## config.mk

```make
export PLATFORM = sky130hd
export DESIGN_NAME = prot_cs_decoder
export DESIGN_NICKNAME = d
export VERILOG_FILES = /design/src/rtl/sramsel_pkg.sv /design/src/rtl/bank_capture.sv /design/src/rtl/cs_decode.sv /design/src/rtl/write_guard.sv /design/src/rtl/prot_cs_decoder.sv
export SDC_FILE = /design/constraint.sdc
export NUM_CORES = 1
export LEC_CHECK = 0
export BUFFER_PORTS_ARGS = -buffer_cell sky130_fd_sc_hd__buf_2
export CAP_MARGIN = 20
export CELL_PAD_IN_SITES_DETAIL_PLACEMENT = 1
export CELL_PAD_IN_SITES_GLOBAL_PLACEMENT = 2
export CORE_MARGIN = 4
export CORE_UTILIZATION = 18
export CTS_CLUSTER_SIZE = 30
export DETAILED_ROUTE_END_ITERATION = 7
export GPL_TIMING_DRIVEN = 0
export PLACE_DENSITY_LB_ADDON = 0.1
export REMOVE_ABC_BUFFERS = 1
export SLEW_MARGIN = 20
export SYNTH_ARGS = -nofsm -noshare
export SYNTH_HDL_FRONTEND = slang
export SYNTH_SLANG_ARGS = --single-unit
```

## constraint.sdc

```tcl
create_clock -name clk -period 2.5 [get_ports clk]
set_clock_uncertainty 0.1 [all_clocks]
set_input_delay 0.625 -clock clk [delete_from_list [all_inputs] [get_ports clk]]
set_output_delay 0.625 -clock clk [all_outputs]
set_load 0.01 [all_outputs]
```

## src/rtl/sramsel_pkg.sv

```systemverilog
package sramsel_pkg;

    // address geometry
    localparam int ADDR_W     = 24;
    localparam int BANK_W     = 8;
    localparam int LOW_W      = ADDR_W - BANK_W;
    localparam int DEV_CNT    = 8;
    localparam int DEV_ADDR_W = 19;                     // 512 KB per device
    localparam int SEL_W      = $clog2(DEV_CNT);
    localparam int ARRAY_TOP  = DEV_ADDR_W + SEL_W;     // first bit above the array

    typedef logic [ADDR_W-1:0] ea_t;
    typedef logic [BANK_W-1:0] bank_t;

    typedef struct packed {
        logic phi2;
        logic rw_n;
        logic vda;
    } bus_ctl_t;

    typedef enum logic {
        GUARD_CLEAR = 1'b0,
        GUARD_TRIP  = 1'b1
    } guard_st_e;

    localparam ea_t PROT_LO_DEF = 24'h00E000;
    localparam ea_t PROT_HI_DEF = 24'h00FFFF;

    function automatic logic in_window(ea_t a, ea_t lo, ea_t hi);
        return (a >= lo) && (a <= hi);
    endfunction

endpackage

```

## src/rtl/bank_capture.sv

```systemverilog
module bank_capture
    import sramsel_pkg::*;
(
    input  logic  clk,
    input  logic  rst,
    input  logic  phi2,
    input  bank_t data_in,
    output bank_t bank_q
);
    always_ff @(posedge clk) begin
        if (rst)
            bank_q <= '0;
        else if (!phi2)
            bank_q <= data_in;
    end
endmodule

```

## src/rtl/cs_decode.sv

```systemverilog
module cs_decode
    import sramsel_pkg::*;
(
    input  logic                           vda,
    input  logic                           phi2,
    input  logic [ADDR_W-1:DEV_ADDR_W]     ea_hi,
    output logic [DEV_CNT-1:0]             cs_n
);
    logic             in_array;
    logic [SEL_W-1:0] sel;
    logic             qual;

    assign sel      = ea_hi[ARRAY_TOP-1:DEV_ADDR_W];
    assign in_array = (ea_hi[ADDR_W-1:ARRAY_TOP] == '0);
    assign qual     = vda & phi2 & in_array;

    for (genvar n = 0; n < DEV_CNT; n++) begin : g_dev
        assign cs_n[n] = ~(qual && (sel == SEL_W'(n)));
    end
endmodule

```

## src/rtl/write_guard.sv

```systemverilog
module write_guard
    import sramsel_pkg::*;
#(
    parameter ea_t PROT_LO = PROT_LO_DEF,
    parameter ea_t PROT_HI = PROT_HI_DEF
) (
    input  logic     clk,
    input  logic     rst,
    input  bus_ctl_t ctl,
    input  logic     prot_en,
    input  ea_t      ea,
    output logic     wd_n,
    output logic     rd_n,
    output logic     abort_n
);
    guard_st_e st_q;
    logic      phi2_q;
    logic      wr_cyc, rd_cyc, hit, violate, phi2_fall;

    assign wr_cyc    = ctl.vda & ctl.phi2 & ~ctl.rw_n;
    assign rd_cyc    = ctl.vda & ctl.phi2 &  ctl.rw_n;
    assign hit       = in_window(ea, PROT_LO, PROT_HI);
    assign violate   = wr_cyc & prot_en & hit;
    assign phi2_fall = phi2_q & ~ctl.phi2;

    always_ff @(posedge clk) begin
        if (rst) begin
            st_q   <= GUARD_CLEAR;
            phi2_q <= 1'b0;
        end else begin
            phi2_q <= ctl.phi2;
            case (st_q)
                GUARD_CLEAR: if (violate)   st_q <= GUARD_TRIP;
                GUARD_TRIP:  if (phi2_fall) st_q <= GUARD_CLEAR;
                default:                    st_q <= GUARD_CLEAR;
            endcase
        end
    end

    assign wd_n    = ~(wr_cyc & ~violate);
    assign rd_n    = ~rd_cyc;
    assign abort_n = (st_q != GUARD_TRIP);
endmodule

```

## src/rtl/prot_cs_decoder.sv

```systemverilog
module prot_cs_decoder
    import sramsel_pkg::*;
#(
    parameter ea_t PROT_LO = PROT_LO_DEF,
    parameter ea_t PROT_HI = PROT_HI_DEF
) (
    input  logic               clk,
    input  logic               rst,
    input  logic               phi2,
    input  logic               rw_n,
    input  logic               vda,
    input  logic               prot_en,
    input  logic [BANK_W-1:0]  data_in,
    input  logic [LOW_W-1:0]   addr_lo,
    output logic [DEV_CNT-1:0] cs_n,
    output logic               wd_n,
    output logic               rd_n,
    output logic               abort_n
);
    bank_t    bank_q;
    ea_t      eff_addr;
    bus_ctl_t ctl;

    assign eff_addr = {bank_q, addr_lo};
    assign ctl      = '{phi2: phi2, rw_n: rw_n, vda: vda};

    bank_capture u_bank (
        .clk     (clk),
        .rst     (rst),
        .phi2    (phi2),
        .data_in (data_in),
        .bank_q  (bank_q)
    );

    cs_decode u_cs (
        .vda   (vda),
        .phi2  (phi2),
        .ea_hi (eff_addr[ADDR_W-1:DEV_ADDR_W]),
        .cs_n  (cs_n)
    );

    write_guard #(.PROT_LO(PROT_LO), .PROT_HI(PROT_HI)) u_guard (
        .clk     (clk),
        .rst     (rst),
        .ctl     (ctl),
        .prot_en (prot_en),
        .ea      (eff_addr),
        .wd_n    (wd_n),
        .rd_n    (rd_n),
        .abort_n (abort_n)
    );
endmodule

```

==> results.sh, run 1 <==
export IMPL_num_fill_cells=324
export IMPL_critical_path_max_stage_delay_ns=0.46
export IMPL_wl_per_cell_um=12.90
export IMPL_cts_root_buf="clkbuf_4"
export IMPL_seqCellArea_um2=202.7
export IMPL_finalSetupTns_ns=-0.06947
export IMPL_fin_crit_ns=2.569
export IMPL_dieArea_um2=3640
export IMPL_final_setup_worst_slack_ns=-0.06947
export IMPL_drive_gt1_share_pct=47.13
export IMPL_grt_pass1_vias=491
export IMPL_num_nets_final=118
export IMPL_path_cells="buf_8 -> or4b_4 -> or3_4 -> or2_1 -> buf_2"
export IMPL_pwr_share_comb_pct=15.9
export IMPL_outcome="finished with violations"
export IMPL_grt_pass1_wl_mm=2.311
export IMPL_fp_dieW_um=60.33
export IMPL_antenna_found_initial=0
export IMPL_maxSlewViolCount=0
export IMPL_seqPwrFrac_pct=45.5
export IMPL_end_kind="output port"
export IMPL_netSwitchingFraction_pct=25.06
export IMPL_grt_overflow=0
export IMPL_synth_warnings=0
export IMPL_intPower_uw=290.1
export IMPL_slew_headroom_pct=61.51
export IMPL_netlist_instances=56
export IMPL_synth_edff_count=0
export IMPL_power_static_leakage_nw=0.3322
export IMPL_cap_violations=0
export IMPL_synth_area_leaders="dfxtp_1, mux2i_1, nor2_1"
export IMPL_synth_seq_cells=10
export IMPL_synth_cell_types=22
export IMPL_critPathMaxFanout=4
export IMPL_cts_htree_levels=1
export IMPL_cts_path_max_buffers=2
export IMPL_hold_buffers=0
export IMPL_synthArstFlopShare_pct=0
export IMPL_antenna_left=0
export IMPL_worstMarginPinSlew_ns=0.5695
export IMPL_synth_top_area_share_pct=40.61
export IMPL_yosysTopAreaCell="dfxtp_1"
export IMPL_fin_crit_sh_pct=102.8
export IMPL_wl_mm=1.509
export IMPL_clock_sinks=10
export IMPL_vias=516
export IMPL_synth_seq_area_share_pct=40.61
export IMPL_final_setup_viol_count=1
export IMPL_crit_family="simple AND/OR/NAND/NOR gates"
export IMPL_drt_pass1_iter_count=2
export IMPL_drtIter0Drc=16
export IMPL_syn2layout_area_growth_pct=50.00
export IMPL_p_clk_share_pct=38.6
export IMPL_path_class="primary input to output port"
export IMPL_p_per_area_nw_per_um2=523.5
export IMPL_hold_class="flop to flop"
export IMPL_rsz0062_at_grt="yes"
export IMPL_io_pins=41
export IMPL_yosysMostFrequentCell="dfxtp_1"
export IMPL_die_y_um=60.33
export IMPL_critPathSlowestCell="or4b_4"
export IMPL_via_per_inst=4.410
export IMPL_core_rowCount=18
export IMPL_grt_max_degree=16
export IMPL_fin_util_pct=29.06
export IMPL_drc_errors=0
export IMPL_path_clk_slew_ns=0.07
export IMPL_ir_drop_mv=0.2143
export IMPL_finalHoldViolations=0
export IMPL_cts_tree="done"
export IMPL_clock_latency_ns=0.27
export IMPL_cp_required_ns=1.77
export IMPL_place_port_buffers=27
export IMPL_worstPathArrival_ns=1.84
export IMPL_violations="setup timing"
export IMPL_fmax_mhz=389.2
export IMPL_synth_area_um2=493.0
export IMPL_multi_input_area_um2=274.0
export IMPL_avgSynthCellArea_um2=8.803
export IMPL_critical_path_startpoint_type="primary input"
export IMPL_core_area_um2=2545
export IMPL_crit_buf_inv=2
export IMPL_start_util_pct=19.37
export IMPL_grtUsageTotal_pct=9.059
export IMPL_net_switching_power_uw=97.00
export IMPL_dp_hpwl_mm=1.132
export IMPL_synthFlopType="dfxtp_1"
export IMPL_routabilityCongestion=0.6758
export IMPL_antenna_cells=0
export IMPL_cts_buffers_inserted=3
export IMPL_synth_top_cells_by_count="dfxtp_1, nor2_1, mux2i_1, nand2_1, nand4_1"
==> layer usage <==
metal	vias to the layer above	share of wire (%)	global-route usage (%)
met3	4	10	2.340
met5	-	0	0
li1	259	-	-
met2	24	43	12.81
met4	0	2.1	6.646
met1	229	45	11.78
==> final cells by class <==
class | count | area share, %
clock buffers | 4 | 4.907
multi-input cells | 39 | 37.06
repair buffers | 30 | 23.52
flip-flops and latches | 10 | 27.41
well taps | 30 | 5.076
inverters | 4 | 2.030
==> worst register-to-register path, stage by stage, from the launching register on <==
cell     delay (ns)
dfxtp_2        0.34
or4b_4         0.54
or3_4          0.35
buf_4          0.14
o41ai_2        0.26
==> through the flow <==
| stage | std cells | worst slack (ns) | cell area [um2] | power [mW] | hold WS, ns |
|---|---|---|---|---|---|
| floorplan | 53 | 0.1206 | 481.7 | 0.2027 | 0.3643 |
| global placement | 110 | -0.1384 | 654.4 | 0.2318 | 0.3856 |
| detailed placement | 110 | -0.1403 | 654.4 | 0.2332 | 0.3935 |
| CTS | 116 | -0.07781 | 729.5 | 0.3943 | 0.4116 |
| global route | 117 | -0.1056 | 739.5 | 0.4119 | 0.4644 |
| finish | 117 | -0.06947 | 739.5 | 0.3871 | 0.4101 |
==> worst paths after layout <==
| path | startpoint | end | slack, ns | depth (start not counted) |
|---|---|---|---|---|
| worst min-delay path | u_bank.bank_q[1]$_SDFFE_PP0N_ | u_bank.bank_q[1]$_SDFFE_PP0N_ | 0.41 | 2 |
| worst max-delay path | vda | cs_n[1] | -0.07 | 5 |
| worst max register to register | u_bank.bank_q[4]$_SDFFE_PP0N_ | u_guard.st_q$_SDFF_PP0_ | 0.69 | 4 |
| worst min register to register | u_bank.bank_q[1]$_SDFFE_PP0N_ | u_bank.bank_q[1]$_SDFFE_PP0N_ | 0.41 | 2 |
==> flip-flops by register name, indices dropped and copies added, names as in the netlist <==
| signal | flops |
|---|---|
| u_guard.phi2_q | 1 |
| u_guard.st_q | 1 |
| u_bank.bank_q | 8 |
==> repair_timing <==
item / 4_1_cts / 5_1_grt
resized for setup: 5 / 2
endpoints found under the setup margin: 2 / 4
buffers inserted: 2 / 1
==> kinds of logic after synthesis <==
| kind of cell | after synthesis | synth area share, % |
|---|---|---|
| AO/OA/AOI/OAI | 4 | 7.106 |
| AND/OR/NAND/NOR | 28 | 32.74 |
| flip-flops | 10 | 40.61 |
| multiplexers | 7 | 14.21 |
| buffers and inverters | 7 | 5.329 |
==> layout by cell type, fill, tap and decap left out, drive strengths merged, types with 3 or more instances in the layout <==
cell / Yosys / final
buf: 0 / 30
nand2: 4 / 4
clkbuf: 3 / 4
nand4: 4 / 4
mux2i: 7 / 7
dfxtp: 10 / 10
or3: 3 / 3
inv: 4 / 4
nor2: 9 / 9
==> power groups by stage <==
stage          registers (mW)  clock network, mW  logic, mW
3_5_place_dp            0.180                  0     0.0537
5_1_grt                 0.178              0.164     0.0694
3_3_place_gp            0.179                  0     0.0527
4_1_cts                 0.176              0.157     0.0614
6_report                0.176              0.150     0.0614
2_1_floorplan           0.176                  0     0.0263
Power figures use the tool's default switching activity.
==> run 2, diff against run 1 <==
--- a/config.mk
+++ b/config.mk
@@ -13,7 +13,6 @@
 export CORE_UTILIZATION = 18
 export CTS_CLUSTER_SIZE = 30
 export DETAILED_ROUTE_END_ITERATION = 7
-export GPL_TIMING_DRIVEN = 0
 export PLACE_DENSITY_LB_ADDON = 0.1
 export REMOVE_ABC_BUFFERS = 1
 export SLEW_MARGIN = 20
==> run 2 against run 1 <==
Final cell count is 1.7% higher. Flip-flop and latch count stayed put. Non-clock buffer count is 3 higher. The run still ends with setup timing left. First-iteration DRC count is 81% lower. Sequential power hardly changed. Critical endpoint unchanged. Total power is 12% lower. Critical path type unchanged.
==> results.sh, run 2 (synthesis gave the netlist of run 1 again) <==
export IMPL_antenna_cells=0
export IMPL_critical_path_startpoint_type="primary input"
export IMPL_maxSlewViolCount=0
export IMPL_mostFrequentLayoutCells="buf_2, dfxtp_1, nor2_1"
export IMPL_grtUsageTotal_pct=8.541
export IMPL_cts_tree="done"
export IMPL_syn2layout_area_growth_pct=50.51
export IMPL_clock_sinks=10
export IMPL_antenna_left=0
export IMPL_cp_required_ns=1.77
export IMPL_num_fill_cells=326
export IMPL_drt_pass1_iter_count=2
export IMPL_outcome="finished with violations"
export IMPL_grt_max_degree=12
export IMPL_hold_path_depth=2
export IMPL_fin_crit_ns=2.556
export IMPL_worstMarginPinSlew_ns=0.2172
export IMPL_ir_drop_mv=0.1671
export IMPL_core_rowCount=18
export IMPL_rsz0062_at_grt="yes"
export IMPL_seqCellArea_um2=200.2
export IMPL_worstPathArrival_ns=1.83
export IMPL_multi_input_area_um2=274.0
export IMPL_largest_register_ffs=8
export IMPL_placed_cells=115
export IMPL_wl_per_cell_um=11.71
export IMPL_end_kind="output port"
export IMPL_path_class="primary input to output port"
export IMPL_antenna_found_initial=0
export IMPL_grt_pass1_wl_mm=2.228
export IMPL_layout_commonest_cell="buf_2"
export IMPL_dp_slack_ns=-0.1019
export IMPL_power_static_leakage_nw=0.3375
export IMPL_finalHoldViolations=0
export IMPL_p_per_area_nw_per_um2=460.9
export IMPL_hold_buffers=0
export IMPL_die_y_um=60.33
export IMPL_fp_dieW_um=60.33
export IMPL_hold_slack_ns=0.4034
export IMPL_finalPower_uw=341.9
export IMPL_final_setup_viol_count=1
export IMPL_grt_pass1_vias=516
export IMPL_fin_crit_sh_pct=102.2
export IMPL_cts_path_max_buffers=2
export IMPL_wl_mm=1.393
export IMPL_hold_class="flop to flop"
export IMPL_cts_root_buf="clkbuf_4"
export IMPL_via_per_inst=4.403
export IMPL_drive_gt1_share_pct=46.07
export IMPL_fmax_mhz=391.2
export IMPL_ff2ff_path_depth=4
export IMPL_cts_buffers_inserted=3
export IMPL_slew_headroom_pct=85.32
export IMPL_path_clk_slew_ns=0.06
export IMPL_routabilityCongestion=0.7314
export IMPL_violations="setup timing"
export IMPL_critPathMaxFanout=3
export IMPL_dieArea_um2=3640
export IMPL_cts_htree_levels=1
export IMPL_placed_area_um2=691.9
export IMPL_reg_largest_list="u_bank.bank_q: 8 flops, u_guard.phi2_q: 1 flops, u_guard.st_q: 1 flops"
export IMPL_place_port_buffers=27
export IMPL_dp_hpwl_mm=1.186
export IMPL_cap_violations=0
export IMPL_top_register="u_bank.bank_q"
export IMPL_fin_area_um2=742.0
export IMPL_clock_latency_ns=0.25
export IMPL_drc_errors=0
export IMPL_vias=524
export IMPL_final_setup_worst_slack_ns=-0.05622
export IMPL_drtIter0Drc=3
export IMPL_layoutNonFillerInstCount=119
export IMPL_core_area_um2=2545
export IMPL_num_nets_final=121
export IMPL_io_pins=41
export IMPL_grt_overflow=0
export IMPL_start_util_pct=19.37
run 2: cell types whose count changed in the layout (fill, tap and decap cells not counted):
cell / delta
buf_8: -1
clkbuf_8: -1
dfxtp_2: -2
dfxtp_1: +2
buf_6: +1
buf_4: +3
run 2: routing by layer:
layer | share of wire (%) | GRT usage, %
met4 | 1.0 | 5.696
met5 | 0 | 0
met1 | 41 | 9.628
met2 | 46 | 14.20
met3 | 11 | 2.128
run 2: report_power, final:
part	total, mW	internal (mW)	switching [mW]
Clock	0.103	0.0553	0.0482
Sequential	0.175	0.168	0.00751
Combinational	0.0631	0.0354	0.0276
Total	0.342	0.259	0.0834
run 2: through the flow:
stage	util, %	setup TNS [ns]
detailed placement	27.19	-0.1389
finish	29.15	-0.05622
floorplan	-	0
global placement	27.19	-0.1443
global route	29.15	-0.1035
CTS	29.15	-0.07008
run 2: final cells by class:
class / count / share of cell area (%)
Timing Repair Buffer: 33 / 25.97
Tap cell: 30 / 5.059
Inverter: 4 / 2.024
Sequential cell: 10 / 26.98
Multi-Input combinational cell: 39 / 36.93
Clock buffer: 3 / 3.035
run 2: path summary, 6_finish.rpt:
kind                                  from                             to  slack (ns)
min          u_bank.bank_q[0]$_SDFFE_PP0N_  u_bank.bank_q[0]$_SDFFE_PP0N_        0.40
max reg2reg  u_bank.bank_q[4]$_SDFFE_PP0N_        u_guard.st_q$_SDFF_PP0_        0.71
min reg2reg  u_bank.bank_q[0]$_SDFFE_PP0N_  u_bank.bank_q[0]$_SDFFE_PP0N_        0.40
max                                    vda                        cs_n[1]       -0.06
run 2: repair_timing:
item,in CTS,in global routing
resized for setup,3,0
buffers inserted,1,0
setup endpoints to repair,2,3
run 2: critical path, stage by stage:
cell and delay [ns]:
buf_6 0.07, or4b_4 0.45, or3_4 0.35, or2_1 0.20
buf_2 0.14
